[config.mk]
export PLATFORM = sky130hd
export DESIGN_NAME = redir_unit
export DESIGN_NICKNAME = d
export VERILOG_FILES = /design/src/rtl/redir_pkg.sv /design/src/rtl/redir_stepper.sv /design/src/rtl/redir_slot.sv /design/src/rtl/redir_unit.sv
export SDC_FILE = /design/constraint.sdc
export NUM_CORES = 1
export LEC_CHECK = 0
export CAP_MARGIN = 10
export CORE_ASPECT_RATIO = 1.4
export CORE_MARGIN = 3
export CORE_UTILIZATION = 35
export CTS_BUF_LIST = sky130_fd_sc_hd__clkbuf_8 sky130_fd_sc_hd__clkbuf_16
export DETAILED_ROUTE_END_ITERATION = 7
export GPL_ROUTABILITY_DRIVEN = 0
export PLACE_DENSITY = 0.65
export SLEW_MARGIN = 10
export SYNTH_ARGS = -nofsm -noshare
export SYNTH_HDL_FRONTEND = slang
export SYNTH_SLANG_ARGS = --single-unit
[constraint.sdc]
create_clock -name clk -period 9.65 [get_ports clk]
set_clock_uncertainty 0.2 [all_clocks]
set_input_delay 2.895 -clock clk [delete_from_list [all_inputs] [get_ports clk]]
set_output_delay 2.895 -clock clk [all_outputs]
set_load 0.1 [all_outputs]
[src/rtl/redir_pkg.sv]
package redir_pkg;

  typedef enum logic [1:0] {
    STEP_OFF  = 2'b00,
    STEP_HOLD = 2'b01,
    STEP_UP   = 2'b10,
    STEP_DOWN = 2'b11
  } step_e;

  typedef struct packed {
    logic  persist;
    step_e step;
  } mode_t;

  localparam int MODE_W = $bits(mode_t);

endpackage

[src/rtl/redir_stepper.sv]
module redir_stepper
  import redir_pkg::*;
#(
  parameter int AW = 9
) (
  input  logic [AW-1:0] addr_i,
  input  step_e         step_i,
  output logic [AW-1:0] addr_o
);

  always_comb begin
    unique case (step_i)
      STEP_UP:   addr_o = addr_i + AW'(1);
      STEP_DOWN: addr_o = addr_i - AW'(1);
      default:   addr_o = addr_i;
    endcase
  end

endmodule

[src/rtl/redir_slot.sv]
module redir_slot
  import redir_pkg::*;
#(
  parameter int AW = 9
) (
  input  logic          clk,
  input  logic          rst_n,
  input  logic          cmd_hit,
  input  logic          cmd_load,
  input  mode_t         cmd_mode,
  input  logic [AW-1:0] cmd_operand,
  input  logic          use_hit,
  output mode_t         mode_q,
  output logic [AW-1:0] rdr_q
);

  logic          active;
  logic [AW-1:0] stepped;
  mode_t         mode_cmd_n;
  mode_t         mode_d;
  logic [AW-1:0] rdr_d;

  assign active = (mode_q.step != STEP_OFF);

  redir_stepper #(.AW(AW)) u_step (
    .addr_i (rdr_q),
    .step_i (mode_q.step),
    .addr_o (stepped)
  );

  // a cancel code is stored as all zeros, persist bit dropped
  always_comb begin
    mode_cmd_n = cmd_mode;
    if (cmd_mode.step == STEP_OFF) mode_cmd_n = '0;
  end

  always_comb begin
    mode_d = mode_q;
    rdr_d  = rdr_q;
    if (use_hit && active) begin
      rdr_d = stepped;
      if (!mode_q.persist) mode_d = '0;
    end
    if (cmd_hit) begin
      mode_d = mode_cmd_n;
      if (cmd_load) rdr_d = cmd_operand;
    end
  end

  always_ff @(posedge clk or negedge rst_n) begin
    if (!rst_n) begin
      mode_q <= '0;
      rdr_q  <= '0;
    end else begin
      mode_q <= mode_d;
      rdr_q  <= rdr_d;
    end
  end

  p_quiet_slot_r1: assert property (@(posedge clk) disable iff (!rst_n)
    (!cmd_hit && !use_hit) |=> ($stable(mode_q) && $stable(rdr_q)));

  p_step_up_r3: assert property (@(posedge clk) disable iff (!rst_n)
    (use_hit && mode_q.step == STEP_UP && !(cmd_hit && cmd_load))
      |=> (rdr_q == $past(rdr_q) + AW'(1)));

  p_step_down_r3: assert property (@(posedge clk) disable iff (!rst_n)
    (use_hit && mode_q.step == STEP_DOWN && !(cmd_hit && cmd_load))
      |=> (rdr_q == $past(rdr_q) - AW'(1)));

  p_oneshot_ends_r4: assert property (@(posedge clk) disable iff (!rst_n)
    (use_hit && active && !mode_q.persist && !cmd_hit) |=> (mode_q == '0));

  p_persist_holds_r5: assert property (@(posedge clk) disable iff (!rst_n)
    (use_hit && active && mode_q.persist && !cmd_hit) |=> $stable(mode_q));

  p_noload_keeps_r6: assert property (@(posedge clk) disable iff (!rst_n)
    (cmd_hit && !cmd_load && !use_hit) |=> $stable(rdr_q));

  p_cancel_r7: assert property (@(posedge clk) disable iff (!rst_n)
    (cmd_hit && cmd_mode.step == STEP_OFF) |=> (mode_q == '0));

endmodule

[src/rtl/redir_unit.sv]
module redir_unit
  import redir_pkg::*;
#(
  parameter int AW    = 9,
  parameter int TASKS = 4,
  localparam int TW   = (TASKS > 1) ? $clog2(TASKS) : 1
) (
  input  logic                  clk,
  input  logic                  rst_n,
  input  logic                  cmd_valid,
  input  logic [TW-1:0]         cmd_task,
  input  logic                  cmd_load,
  input  logic [MODE_W-1:0]     cmd_mode,
  input  logic [AW-1:0]         cmd_operand,
  input  logic                  wr_valid,
  output logic                  wr_ready,
  input  logic [TW-1:0]         wr_task,
  input  logic [AW-1:0]         wr_addr,
  output logic                  rf_valid,
  input  logic                  rf_ready,
  output logic [AW-1:0]         rf_addr,
  output logic                  rf_redirected,
  output logic [TASKS*MODE_W-1:0] task_mode
);

  mode_t         slot_mode [TASKS];
  logic [AW-1:0] slot_rdr  [TASKS];
  logic          fire;
  mode_t         sel_mode;
  logic [AW-1:0] sel_rdr;

  assign fire     = wr_valid && rf_ready;
  assign wr_ready = rf_ready;
  assign rf_valid = wr_valid;

  for (genvar i = 0; i < TASKS; i++) begin : g_slot
    logic cmd_hit_i;
    logic use_hit_i;
    assign cmd_hit_i = cmd_valid && (cmd_task == TW'(i));
    assign use_hit_i = fire && (wr_task == TW'(i));

    redir_slot #(.AW(AW)) u_slot (
      .clk         (clk),
      .rst_n       (rst_n),
      .cmd_hit     (cmd_hit_i),
      .cmd_load    (cmd_load),
      .cmd_mode    (mode_t'(cmd_mode)),
      .cmd_operand (cmd_operand),
      .use_hit     (use_hit_i),
      .mode_q      (slot_mode[i]),
      .rdr_q       (slot_rdr[i])
    );

    assign task_mode[i*MODE_W +: MODE_W] = slot_mode[i];
  end

  always_comb begin
    sel_mode = '0;
    sel_rdr  = '0;
    for (int k = 0; k < TASKS; k++) begin
      if (wr_task == TW'(k)) begin
        sel_mode = slot_mode[k];
        sel_rdr  = slot_rdr[k];
      end
    end
  end

  assign rf_redirected = wr_valid && (sel_mode.step != STEP_OFF);
  assign rf_addr       = rf_redirected ? sel_rdr : wr_addr;

  p_pass_through_r2: assert property (@(posedge clk) disable iff (!rst_n)
    (rf_valid && !rf_redirected) |-> (rf_addr == wr_addr));

  p_stall_holds_r8: assert property (@(posedge clk) disable iff (!rst_n)
    (!cmd_valid && !fire) |=> $stable(task_mode));

endmodule

# Yosys cells after proc, flatten, opt, wreduce, memory -nomap -nowiden
# Index checks and enable logic that the tools add are counted.
# word_totals
regBits	48
in_bits	31
output_inout_bits	24
word_cells	106
# op_classes
add_sub_neg	8
eq_ne	18
n_mux	38
reduce_logical	30
# op_table
cell	count
$mux W9	17
$pmux W9 S2	4
$mux W3	13
$add A9 B1 Y9 const B	4
$sub A9 B1 Y9 const B	4
$eq A2 B2 Y1 const B	12
$reduce_bool A2 Y1	9
$logic_and A1 B1 Y1	14
$mux W2	4
$ne A2 B2 Y1 const B	4
$reduce_and A2 Y1	4
$logic_not A2 Y1	3
$eq A2 B1 Y1 const B	2

# Depth between registers and ports, before layout
# Gate-level depths: netlist of the first run.
# depth
depth_word	8
ltp_mapped	8
ltp_nobuf	8

# Cells and area by module
# Synthesis of the first run repeated with hierarchy kept, for this count alone.
# unflattened
cells_unflattened	505
hier_area_um2	4204.0
# modules_own_cells
mod	instances	cells_each	area_each_um2
redir_slot	4	63	551.8
redir_stepper (g_slot[0].u_slot.u_step ...)	2	57	416.6
redir_stepper (g_slot[2].u_slot.u_step ...)	2	48	354.1
redir_unit	1	43	455.4

# Worst setup path before layout of the first run
# OpenSTA, ideal clock, no wires.
# synth_path
path_kind	input to output
from	input wr_task[0]
to	output rf_addr[0]
arrival_time_ps	5440
path_slack_ps	1115
stages	7
path_cell_list	buf_2 nor3_1 a21oi_1 a21oi_1 nor2b_1 clkbuf_1 mux2_1
# synth_via
elab_chain_cells	8
# synth_rtl
item	line_no	rtl
from (decl)	redir_unit.sv:17	input logic [TW-1:0] wr_task,
$logic_not A2 Y1	redir_unit.sv:61	if (wr_task == TW'(k)) begin
$mux W2 (3 in series)	redir_unit.sv:61	
$mux W2 (*)	redir_unit.sv:61	
$reduce_bool A2 Y1 (*)	redir_unit.sv:68	assign rf_redirected = wr_valid && (sel_mode.step != STEP_OFF);
$logic_and A1 B1 Y1 (*)	redir_unit.sv:68	
net rf_redirected	redir_unit.sv:22	output logic rf_redirected,
$mux W9 (*)	redir_unit.sv:69	assign rf_addr = rf_redirected ? sel_rdr : wr_addr;
to (decl)	redir_unit.sv:21	output logic [AW-1:0] rf_addr,
# The timed path passes the listed nets; every way through them passes the cells marked *.

# Final worst setup path of the first run
# layout_path
from	input wr_task[0]
to	output rf_addr[2]
# layout_via
elab_chain_cells	8
# layout_rtl
item	line_no
$logic_not A2 Y1	redir_unit.sv:61
$mux W2 (4 in series)	redir_unit.sv:61
$reduce_bool A2 Y1	redir_unit.sv:68
$logic_and A1 B1 Y1	redir_unit.sv:68
$mux W9 (*)	redir_unit.sv:69
# Every way passes the cells marked *; elsewhere a longest branch is shown, timed or not.

==> metrics.md, run 1 <==
| Metric | Value |
|---|---|
| Post-synthesis mux area share | 0.104 |
| Post-route clock period utilization | 0.859 |
| Final Max Slew Viols | 0 |
| Number of cells produced by synthesis | 415 |
| NetSw | about 400 µW |
| Final hold violation count | 0 |
| Total track usage | 0.197 |
| Vias in the first global route | 3347 |
| CP Data Required Time | 6560 ps |
| Power per Cell Area | 214 nW/µm² |
| Synth Warn # | 0 |
| Max Cap Viol | 0 |
| Post-cts resize count | 0 |
| Chip height | 125 µm |
| Compound-gate portion of the synthesized area | 0.147 |
| Post-synthesis register bit count | 48 |
| Slew @ Worst Pin | 985 ps |
| Period minus WS final | roughly 8300 ps |
| Maximum level of the CTS H-tree | 2 |
| Area of the core | 9670 µm² |
| Vias per inst | 5.71 |
| Ant. Diodes | 0 |
| Synth Area in Simple Gates | 0.283 |
| GRT overflow | 0 |
| Startpoint Class | primary input |
| Async set-reset flop share out of synthesis | 1.00 |
| Final #Nets | 489 |
| I/O pin cnt | between 50 and 60 |
| Max IR drop VDD | 0.0681 mV |
| Row Count | 42 |
| DP Wirelength | 8150 µm |
| Final WL | roughly 11000 µm |
| Cell area after synthesis | 3530 µm² |
| Sw frac | 0.420 |
| Total power | roughly 940 µW |
| Arr. time, crit path | 5190 ps |
| XOR/XNOR share of the synthesized area | 0.0719 |
| DRT Pass-1 Iters | 5 |
| Hold_ws | 320 ps |
| Maximum clock frequency | 121 MHz |
| Antenna viol nets, final | 0 |
| Sequential share of power | 0.366 |
| Syn Area/Cell | 8.51 µm² |
| RSZ-0062 raised after global routing | false |
| Post-synth top flop | dfrtp_1 |
| Root buffer cell | clkbuf_16 |
| IO Port Bufs | 54 |
| Hold Path Depth | 2 |
| CTS Hold Bufs | 0 |
| Sequential-to-total area share from yosys stat | 0.340 |
| Largest net degree at the start of global routing | between 40 and 50 |
| Clock sinks | 48 |
| R2R cell count | 8 |
| Fin Setup TNS | 0 ps |
| Largest family of logic cells by synthesized area | simple AND/OR/NAND/NOR gates |
| Layout area overhead | 24.5% |
| Skew-Pair Late Insertion Delay | 290 ps |
| Final setup violation count | 0 |
| Via count | 3347 |
| First-pass GRT wire length | about 18000 µm |
| Critical Path Start | wr_task[0] |
| Layout cells sized above 1 | 0.106 |
| Clock buffer count from CTS | 5 |
| Clock buffer depth | 2 |
| Int Power | 547 µW |
| Worst hold path class | reg -> reg |
| Die Span X | between 90 and 100 µm |
| Hold Crit Start | g_slot[2].u_slot.mode_q[2] |
| Setup slack at placement | 1360 ps |
| Status | finished clean |
| Worst setup path class | in -> out |
| Combinational share of power | 0.397 |
| Initial Utilization | 0.365 |
| Avg WL per Cell | about 19 µm |
| R2r startpoint | g_slot[0].u_slot.mode_q[1] |
| Final WS setup | 1360 ps |
| Relative slew slack | 0.342 |
| Register clock-pin slew on the reported worst setup and hold paths | approximately 60 ps |
| Synth cell types | 60 |
| Max Fanout on Critical Path | 14 |
| Initial antenna violation count | 0 |
| Starting DRC count in detailed routing | 219 |
| Net Count, Synth | between 400 and 500 |
| Clk pwr share | 0.237 |
| CTS tree | yes |
| Setup crit end kind | primary output |
| Adder-cell share of the synthesized area | 0.0142 |
| Leak pwr | 1.63 nW |
| Postcts setup bufs | 0 |
| Die Area | 11300 µm² |
| Number of flops mapped to enable cells by yosys | 0 |
| DRC | 0 |
==> worst paths after layout <==
kind | end | slack [ps]
worst min-delay path | g_slot[2].u_slot.mode_q[2] | 320
worst max-delay path | rf_addr[2] | 1360
min in group asynchronous | g_slot[2].u_slot.mode_q[2] | 2500
worst min register to register | g_slot[2].u_slot.mode_q[2] | 320
worst max register to register | g_slot[0].u_slot.rdr_q[8] | 6910
max in group asynchronous | g_slot[2].u_slot.rdr_q[1] | 6300
==> final cells by class <==
type                    instances  area, µm²
clock inverters                 2       60.1
multi-input cells             340       2190
flip-flops and latches         48       1200
inverters                       2       7.51
fillers                       963       5280
well taps                     132        165
repair buffers                 57        646
clock buffers                   5        125
==> logic make-up (layout without fill, tap and decap cells) <==
group	after synthesis	count (layout)
adder cells (fa/ha/maj)	4	4
AND/OR/NAND/NOR	194	194
XOR/XNOR	29	29
multiplexers	24	24
flip-flops	48	48
AO/OA/AOI/OAI	89	89
buffers and inverters	27	66
==> power by group through the flow <==
| stage | Clock [mW] | Sequential [mW] | Combinational [mW] |
|---|---|---|---|
| after CTS | 0.230 | 0.342 | 0.375 |
| final | 0.223 | 0.345 | 0.374 |
| after global placement | 0 | 0.345 | 0.366 |
| after floorplan | 0 | 0.349 | 0.249 |
| after detailed placement | 0 | 0.345 | 0.373 |
| after global routing | 0.236 | 0.353 | 0.401 |
==> cell usage after synthesis (5+ instances only) <==
library cell / count / share of area
nor2_1: 52 / 0.055
a31oi_1: 5 / 0.0089
clkbuf_1: 17 / 0.018
and3_1: 7 / 0.012
a21oi_1: 40 / 0.057
xnor2_1: 26 / 0.064
dfrtp_1: 48 / 0.34
nand4_1: 15 / 0.027
mux4_2: 8 / 0.051
nor3_1: 11 / 0.016
nand2_1: 49 / 0.052
nand3_1: 15 / 0.021
mux2_2: 7 / 0.022
or3_1: 6 / 0.011
o21ai_0: 26 / 0.037
mux2i_1: 6 / 0.017
==> layer usage <==
| layer | wire length [µm] | track usage |
|---|---|---|
| met2 | 5960 | 0.359 |
| met3 | 489 | 0.0224 |
| met5 | 0 | 0 |
| met1 | 4100 | 0.222 |
| met4 | 472 | 0.105 |
==> stage by stage <==
stage	std cells	instance area (µm²)	utilization
after detailed placement	579	4210	0.435
after global routing	586	4390	0.454
after floorplan	415	3530	-
after global placement	579	4210	0.435
after CTS	586	4390	0.454
final	586	4390	0.454
==> layout by cell type (no fill, tap or decap), types with 3 or more instances in the layout <==
master	count
nor3_1	11
and3_1	7
a21oi_1	40
nand2_1	49
nand3_1	15
nor4_1	4
nand3b_1	3
mux2i_1	6
nor2b_1	3
clkbuf_16	5
mux4_2	8
nand4_1	15
xor2_1	3
clkdlybuf4s50_1	43
dfrtp_1	48
xnor2_1	26
mux2_2	7
nor2_1	52
o21ai_0	26
and2_1	4
a31oi_1	5
ha_1	4
buf_12	9
or3_1	6
buf_4	4
==> sequential cells by signal, summed over array words and instances, names as in the netlist <==
signal and count:
g_slot.u_slot.mode_q 12, g_slot.u_slot.rdr_q 36
==> worst max-delay path: stages <==
cell and delay [ps]:
clkdlybuf4s50_1 900, nor3_1 130, a211oi_1 250, a21oi_1 70
nor2b_1 150, buf_4 220, mux2_2 400, buf_12 180
Note: power is estimated with default switching activity, not from simulation.
==> inputs of run 2 (changes only) <==
Settings changed: CTS_BUF_LIST sky130_fd_sc_hd__clkbuf_8 sky130_fd_sc_hd__clkbuf_16 to sky130_fd_sc_hd__clkbuf_8, PLACE_DENSITY 0.65 to default.
==> run 2 against run 1 <==
  * Sequential power barely moved
  * Final area fell by 2.0%
  * Via count fell by 1.2%
  * Flip-flop and latch count did not move
  * Combinational power barely moved
  * Register-to-register slack improved by 40 ps
==> metrics.md, run 2 (synthesis gave the netlist of run 1 again) <==
| Metric | Value |
|---|---|
| Status | finished clean |
| Sw frac | 0.450 (+0.0302) |
| Initial Utilization | 0.365 (unchanged) |
| Maximum level of the CTS H-tree | 2 (unchanged) |
| First-pass GRT wire length | 17700 µm (+0.11%) |
| Root buffer cell | clkbuf_8 |
| Avg WL per Cell | 18.5 µm (-1.5%) |
| Arr. time, crit path | 5150 ps (-40 ps) |
| CTS Hold Bufs | 0 (unchanged) |
| Row Count | 42 (unchanged) |
| Register clock-pin slew on the reported worst setup and hold paths | 70 ps (about the same) |
| Layout cells sized above 1 | 0.104 (-0.00197) |
| Clock buffer count from CTS | 5 (unchanged) |
| DRC | 0 (unchanged) |
| Final #Nets | 489 (unchanged) |
| Final Max Slew Viols | 0 (unchanged) |
| Die Area | 11300 µm² (unchanged) |
| GRT overflow | 0 (unchanged) |
| CTS tree | yes |
| Int Power | 474 µW (-13%) |
| Commonest non-fill, non-tap cell in the layout | nor2_1 |
| Clock sinks | 48 (unchanged) |
| Design Area, Final | 4310 µm² (-2.0%) |
| Top Registers | g_slot.u_slot.rdr_q (36), g_slot.u_slot.mode_q (12) |
| Ant. Diodes | 0 (unchanged) |
| Vias in the first global route | 3312 (-1.0%) |
| Final setup violation count | 0 (unchanged) |
| NetSw | 388 µW (-2.0%) |
| Largest net degree at the start of global routing | 49 (unchanged) |
| CP Cell Sequence | clkdlybuf4s50_1 -> nor3_1 -> a211oi_1 -> a21oi_1 -> nor2b_1 -> buf_4 -> mux2_1 -> buf_12 |
| Maximum clock frequency | 121 MHz (+0.56%) |
| Relative slew slack | 0.348 (+0.00630) |
| R2r startpoint | g_slot[0].u_slot.mode_q[1] |
| Placed inst area | 4210 µm² (unchanged) |
| Max reg flops | 36 (unchanged) |
| CP Data Required Time | 6560 ps (about the same) |
| Chip height | 125 µm (unchanged) |
| IO Port Bufs | 54 (unchanged) |
| Area of the core | 9670 µm² (unchanged) |
| Critical path's top delay family | buffers and inverters |
| Max IR drop VDD | 0.0689 mV (+1.3%) |
| Starting DRC count in detailed routing | 266 (+21%) |
| Max Fanout on Critical Path | 13 (-1) |
| Hold Crit Start | g_slot[2].u_slot.mode_q[2] |
| Fin Setup TNS | 0 ps (unchanged) |
| Period minus WS final | 8240 ps (-46.3 ps) |
| Combinational share of power | 0.433 (+0.036) |
| Layout area overhead | 22.0% |
| Post-route clock period utilization | 0.854 (-0.00479) |
| Sequential share of power | 0.400 (+0.034) |
| RSZ-0062 raised after global routing | false |
| Final hold violation count | 0 (unchanged) |
| Skew-Pair Late Insertion Delay | 320 ps (+30 ps) |
| Postcts setup bufs | 0 (unchanged) |
| Max incr delay on CP | 850 ps (-50 ps) |
| Initial antenna violation count | 0 (unchanged) |
| DRT Pass-1 Iters | 4 (-1) |
| Worst hold path class | reg -> reg |
| Slew @ Worst Pin | 975 ps (-9.42 ps) |
| Antenna viol nets, final | 0 (unchanged) |
| Biggest register | g_slot.u_slot.rdr_q |
| Final WL | 10800 µm (-1.7%) |
| Die Span X | 90.9 µm (unchanged) |
| I/O pin cnt | 55 (unchanged) |
| Setup crit end kind | primary output |
| Clock buffer depth | 2 (unchanged) |
| Leak pwr | 1.59 nW (-2.4%) |
| Worst setup path class | in -> out |
| CP max stage cell | clkdlybuf4s50_1 |
| Vias per inst | 5.65 (-1.1%) |
| Commonest cells after routing, fill and taps aside | nor2_1, nand2_1, dfrtp_1 |
| Via count | 3306 (-1.2%) |
| Power per Cell Area | 200 nW/µm² (-6.7%) |
| Clk pwr share | 0.167 (-0.070) |
| Max Cap Viol | 0 (unchanged) |
| DP Wirelength | 8200 µm (+0.67%) |
| Post-cts resize count | 0 (unchanged) |
| Startpoint Class | primary input |
| Total track usage | 0.198 (+0.00136) |
| Critical Path Start | wr_task[0] |
| Worst Path Buf+Inv | 3 (unchanged) |
==> run 2: changes by cell type in the layout (fill, tap and decap cells not counted) <==
cell and delta:
clkbuf_8 +5, clkbuf_16 -5, bufinv_16 -1
==> run 2: area by class of cell <==
type                            instances  area (µm²)
Timing Repair Buffer                   57         646
Tap cell                              132         165
Clock inverter                          1        30.0
Clock buffer                            5        68.8
Sequential cell                        48        1200
Inverter                                2        7.51
Multi-Input combinational cell        340        2190
Fill cell                             978        5360
==> run 2: power by group through the flow <==
stage	clock, mW	sequential, mW	combinational, mW
4_1_cts	0.148	0.342	0.375
3_5_place_dp	0	0.346	0.373
5_1_grt	0.155	0.354	0.402
6_report	0.144	0.344	0.373
3_3_place_gp	0	0.347	0.366
2_1_floorplan	0	0.349	0.249
==> run 2: worst paths after layout <==
check	to	slack [ps]	cells past startpoint
worst min register to register	g_slot[2].u_slot.mode_q[2]	320	2
min in group asynchronous	g_slot[3].u_slot.mode_q[2]	2480	2
worst max register to register	g_slot[0].u_slot.rdr_q[8]	6950	8
worst max-delay path	rf_addr[0]	1410	8
worst min-delay path	g_slot[2].u_slot.mode_q[2]	320	2
max in group asynchronous	g_slot[2].u_slot.mode_q[1]	6340	2
==> run 2: metrics by stage <==
| stage | setup slack [ps] | instances | total power [mW] | util | hold WS [ps] |
|---|---|---|---|---|---|
| final | 1410 | 585 | 0.861 | 0.446 | 320 |
| after global routing | 1260 | 585 | 0.911 | 0.446 | 343 |
| after CTS | 1400 | 585 | 0.865 | 0.446 | 330 |
| after detailed placement | 1410 | 579 | 0.719 | 0.435 | 312 |
| after global placement | 1490 | 579 | 0.713 | 0.435 | 300 |
| after floorplan | 1110 | 415 | 0.598 | - | 324 |
==> run 2: worst min-delay path, cell delays in order, from the launching register on <==
cell and delay [ps]:
dfrtp_1 370, nand2_1 50, o21ai_0 60
==> run 2: routing by layer <==
layer	global-route usage	share of wire
met1	0.226	0.39
met2	0.349	0.52
met3	0.0350	0.037
met4	0.105	0.052
met5	0	0
==> inputs of run 3 (changes only) <==
Settings changed: CORE_MARGIN 3 to default.
==> run 3 against run 2 <==
  * Via count rose by 0.42%
  * Final area fell by 0.12%
  * Critical path depth down 1
  * Combinational power is essentially flat
  * Wire length down 3.2%
  * Clock power decreased by 13%
  * Non-clock buffer count did not move
  * Hold slack worse by 6.0 ps
  * Critical path type unchanged
  * Largest cell class unchanged
==> metrics.md, run 3 (synthesis gave the netlist of run 1 again) <==
| Metric | Value |
|---|---|
| Fin Setup TNS | 0 ps (unchanged) |
| Max reg flops | 36 (unchanged) |
| CP Data Required Time | 6560 ps (about the same) |
| Leak pwr | 1.59 nW (+0.23%) |
| Hold Path Depth | 2 (unchanged) |
| Top Registers | g_slot.u_slot.rdr_q (36), g_slot.u_slot.mode_q (12) |
| Clock buffer count from CTS | 5 (unchanged) |
| Hold Crit Start | g_slot[2].u_slot.mode_q[2] |
| DP Wirelength | 8090 µm (-1.4%) |
| Largest net degree at the start of global routing | 49 (unchanged) |
| Postcts setup bufs | 0 (unchanged) |
| Maximum clock frequency | 124 MHz (+1.8%) |
| Setup slack at placement | 1540 ps (+129 ps) |
| Total track usage | 0.209 (+0.0103) |
| IO Port Bufs | 54 (unchanged) |
| Worst setup path class | in -> out |
| Filler cells | 1010 (+3.3%) |
| RSZ-0062 raised after global routing | false |
| Worst flop-to-flop path endpoint | g_slot[0].u_slot.rdr_q[8] |
| Max IR drop VDD | 0.0600 mV (-13%) |
| Biggest register | g_slot.u_slot.rdr_q |
| Maximum level of the CTS H-tree | 2 (unchanged) |
| Root buffer cell | clkbuf_8 |
| Slew @ Worst Pin | 988 ps (+12.4 ps) |
| Chip height | 121 µm (-3.2%) |
| I/O pin cnt | 55 (unchanged) |
| CTS tree | yes |
| Commonest non-fill, non-tap cell in the layout | nor2_1 |
| Relative slew slack | 0.340 (-0.00827) |
| Layout area overhead | 21.9% |
| CTS Hold Bufs | 0 (unchanged) |
| Register clock-pin slew on the reported worst setup and hold paths | 80 ps (about the same) |
| Clock sinks | 48 (unchanged) |
| Final WL | 10500 µm (-3.2%) |
| Starting DRC count in detailed routing | 118 (-56%) |
| Arr. time, crit path | 5000 ps (-150 ps) |
| First-pass GRT wire length | 16500 µm (-7.2%) |
| Die Span X | 86.9 µm (-4.4%) |
| R2r startpoint | g_slot[0].u_slot.mode_q[1] |
| Row Count | 43 (+2.4%) |
| Post-route clock period utilization | 0.839 (-0.0153) |
| Initial Utilization | 0.359 (-0.00654) |
| Final hold violation count | 0 (unchanged) |
| Ant. Diodes | 0 (unchanged) |
| Worst hold path class | reg -> reg |
| Antenna viol nets, final | 0 (unchanged) |
| Post-cts resize count | 0 (unchanged) |
| Final setup violation count | 0 (unchanged) |
| Setup crit end kind | primary output |
| DRT Pass-1 Iters | 4 (unchanged) |
| Startpoint Class | primary input |
| Initial antenna violation count | 0 (unchanged) |
| Layout cells sized above 1 | 0.103 (-0.000456) |
| FF-to-FF setup slack | 6790 ps (-160 ps) |
| Via count | 3320 (+0.42%) |
| Power per Cell Area | 195 nW/µm² (-2.3%) |
| Vias per inst | 5.63 (-0.43%) |
| Commonest cells after routing, fill and taps aside | nor2_1, nand2_1, dfrtp_1 |
| Skew-Pair Late Insertion Delay | 310 ps (about the same) |
| Area of the core | 9850 µm² (+1.8%) |
| GRT overflow | 0 (unchanged) |
| Max Cap Viol | 0 (unchanged) |
| DRC | 0 (unchanged) |
| Hold endpoint | g_slot[2].u_slot.mode_q[2] |
| Die Area | 10500 µm² (-7.5%) |
| Status | finished clean |
| Clock buffer depth | 2 (unchanged) |
| Final WS setup | 1560 ps (+147 ps) |
| Final #Nets | 489 (unchanged) |
| Period minus WS final | 8090 ps (-147 ps) |
| Max Fanout on Critical Path | 16 (+3) |
| Vias in the first global route | 3243 (-2.1%) |
| Avg WL per Cell | 17.8 µm (-4.0%) |
| R2R cell count | 8 (unchanged) |
| Final Max Slew Viols | 0 (unchanged) |
[run 3: changes by cell type in the layout (fill, tap and decap cells not counted), sizes merged]
cell | before | now
clkbuf | 5 | 6
bufinv | 1 | 0
inv | 2 | 4
[run 3: power breakdown]
| part | leakage (nW) | switching [mW] | internal (mW) | total (mW) |
|---|---|---|---|---|
| Sequential | 0.563 | 0.0959 | 0.246 | 0.342 |
| Combinational | 0.975 | 0.221 | 0.154 | 0.374 |
| Clock | 0.0538 | 0.0683 | 0.0565 | 0.125 |
[run 3: final cells by class]
cell class | count | area, µm² | area share
sequential | 48 | 1200 | 0.279
multi-input combinational | 340 | 2190 | 0.509
tap | 135 | 169 | 0.0393
clock buffer | 6 | 82.6 | 0.0192
clock inverter | 2 | 7.51 | 0.00174
inverter | 2 | 7.51 | 0.00174
timing repair buffer | 57 | 646 | 0.150
[run 3: through the flow]
step / area [µm²] / cells / hold slack, ps / utilization / power (mW)
6_report: 4300 / 590 / 314 / 0.437 / 0.841
2_1_floorplan: 3530 / 415 / 324 / - / 0.598
3_5_place_dp: 4210 / 582 / 305 / 0.428 / 0.717
3_3_place_gp: 4210 / 582 / 298 / 0.428 / 0.711
4_1_cts: 4300 / 590 / 325 / 0.437 / 0.842
5_1_grt: 4300 / 590 / 359 / 0.437 / 0.886
[run 3: worst max path at each step]
stage,startpoint,cells past startpoint,endpoint,slack [ps]
after global routing,wr_task[1],7,rf_addr[0],1430
after global placement,wr_task[1],7,rf_addr[2],1560
after CTS,wr_task[1],7,rf_addr[2],1530
after detailed placement,wr_task[1],7,rf_addr[2],1540
after floorplan,wr_task[0],7,rf_addr[0],1110
final,wr_task[1],7,rf_addr[2],1560
[run 3: metal layers]
layer | global-route usage | up-vias | wire [µm] | part of all wire
met5 | 0 | - | 0 | 0
met2 | 0.379 | 84 | 5780 | 0.55
met4 | 0.0917 | 0 | 209 | 0.020
met1 | 0.242 | 1641 | 4140 | 0.39
li1 | - | 1581 | - | -
met3 | 0.0232 | 14 | 374 | 0.036
[run 3: worst max-delay path, stage by stage]
cell and delay [ps]:
clkdlybuf4s50_1 760, a211oi_1 340, a21oi_1 70, nor2b_1 140, buf_4 220, mux2_2 400
buf_12 180
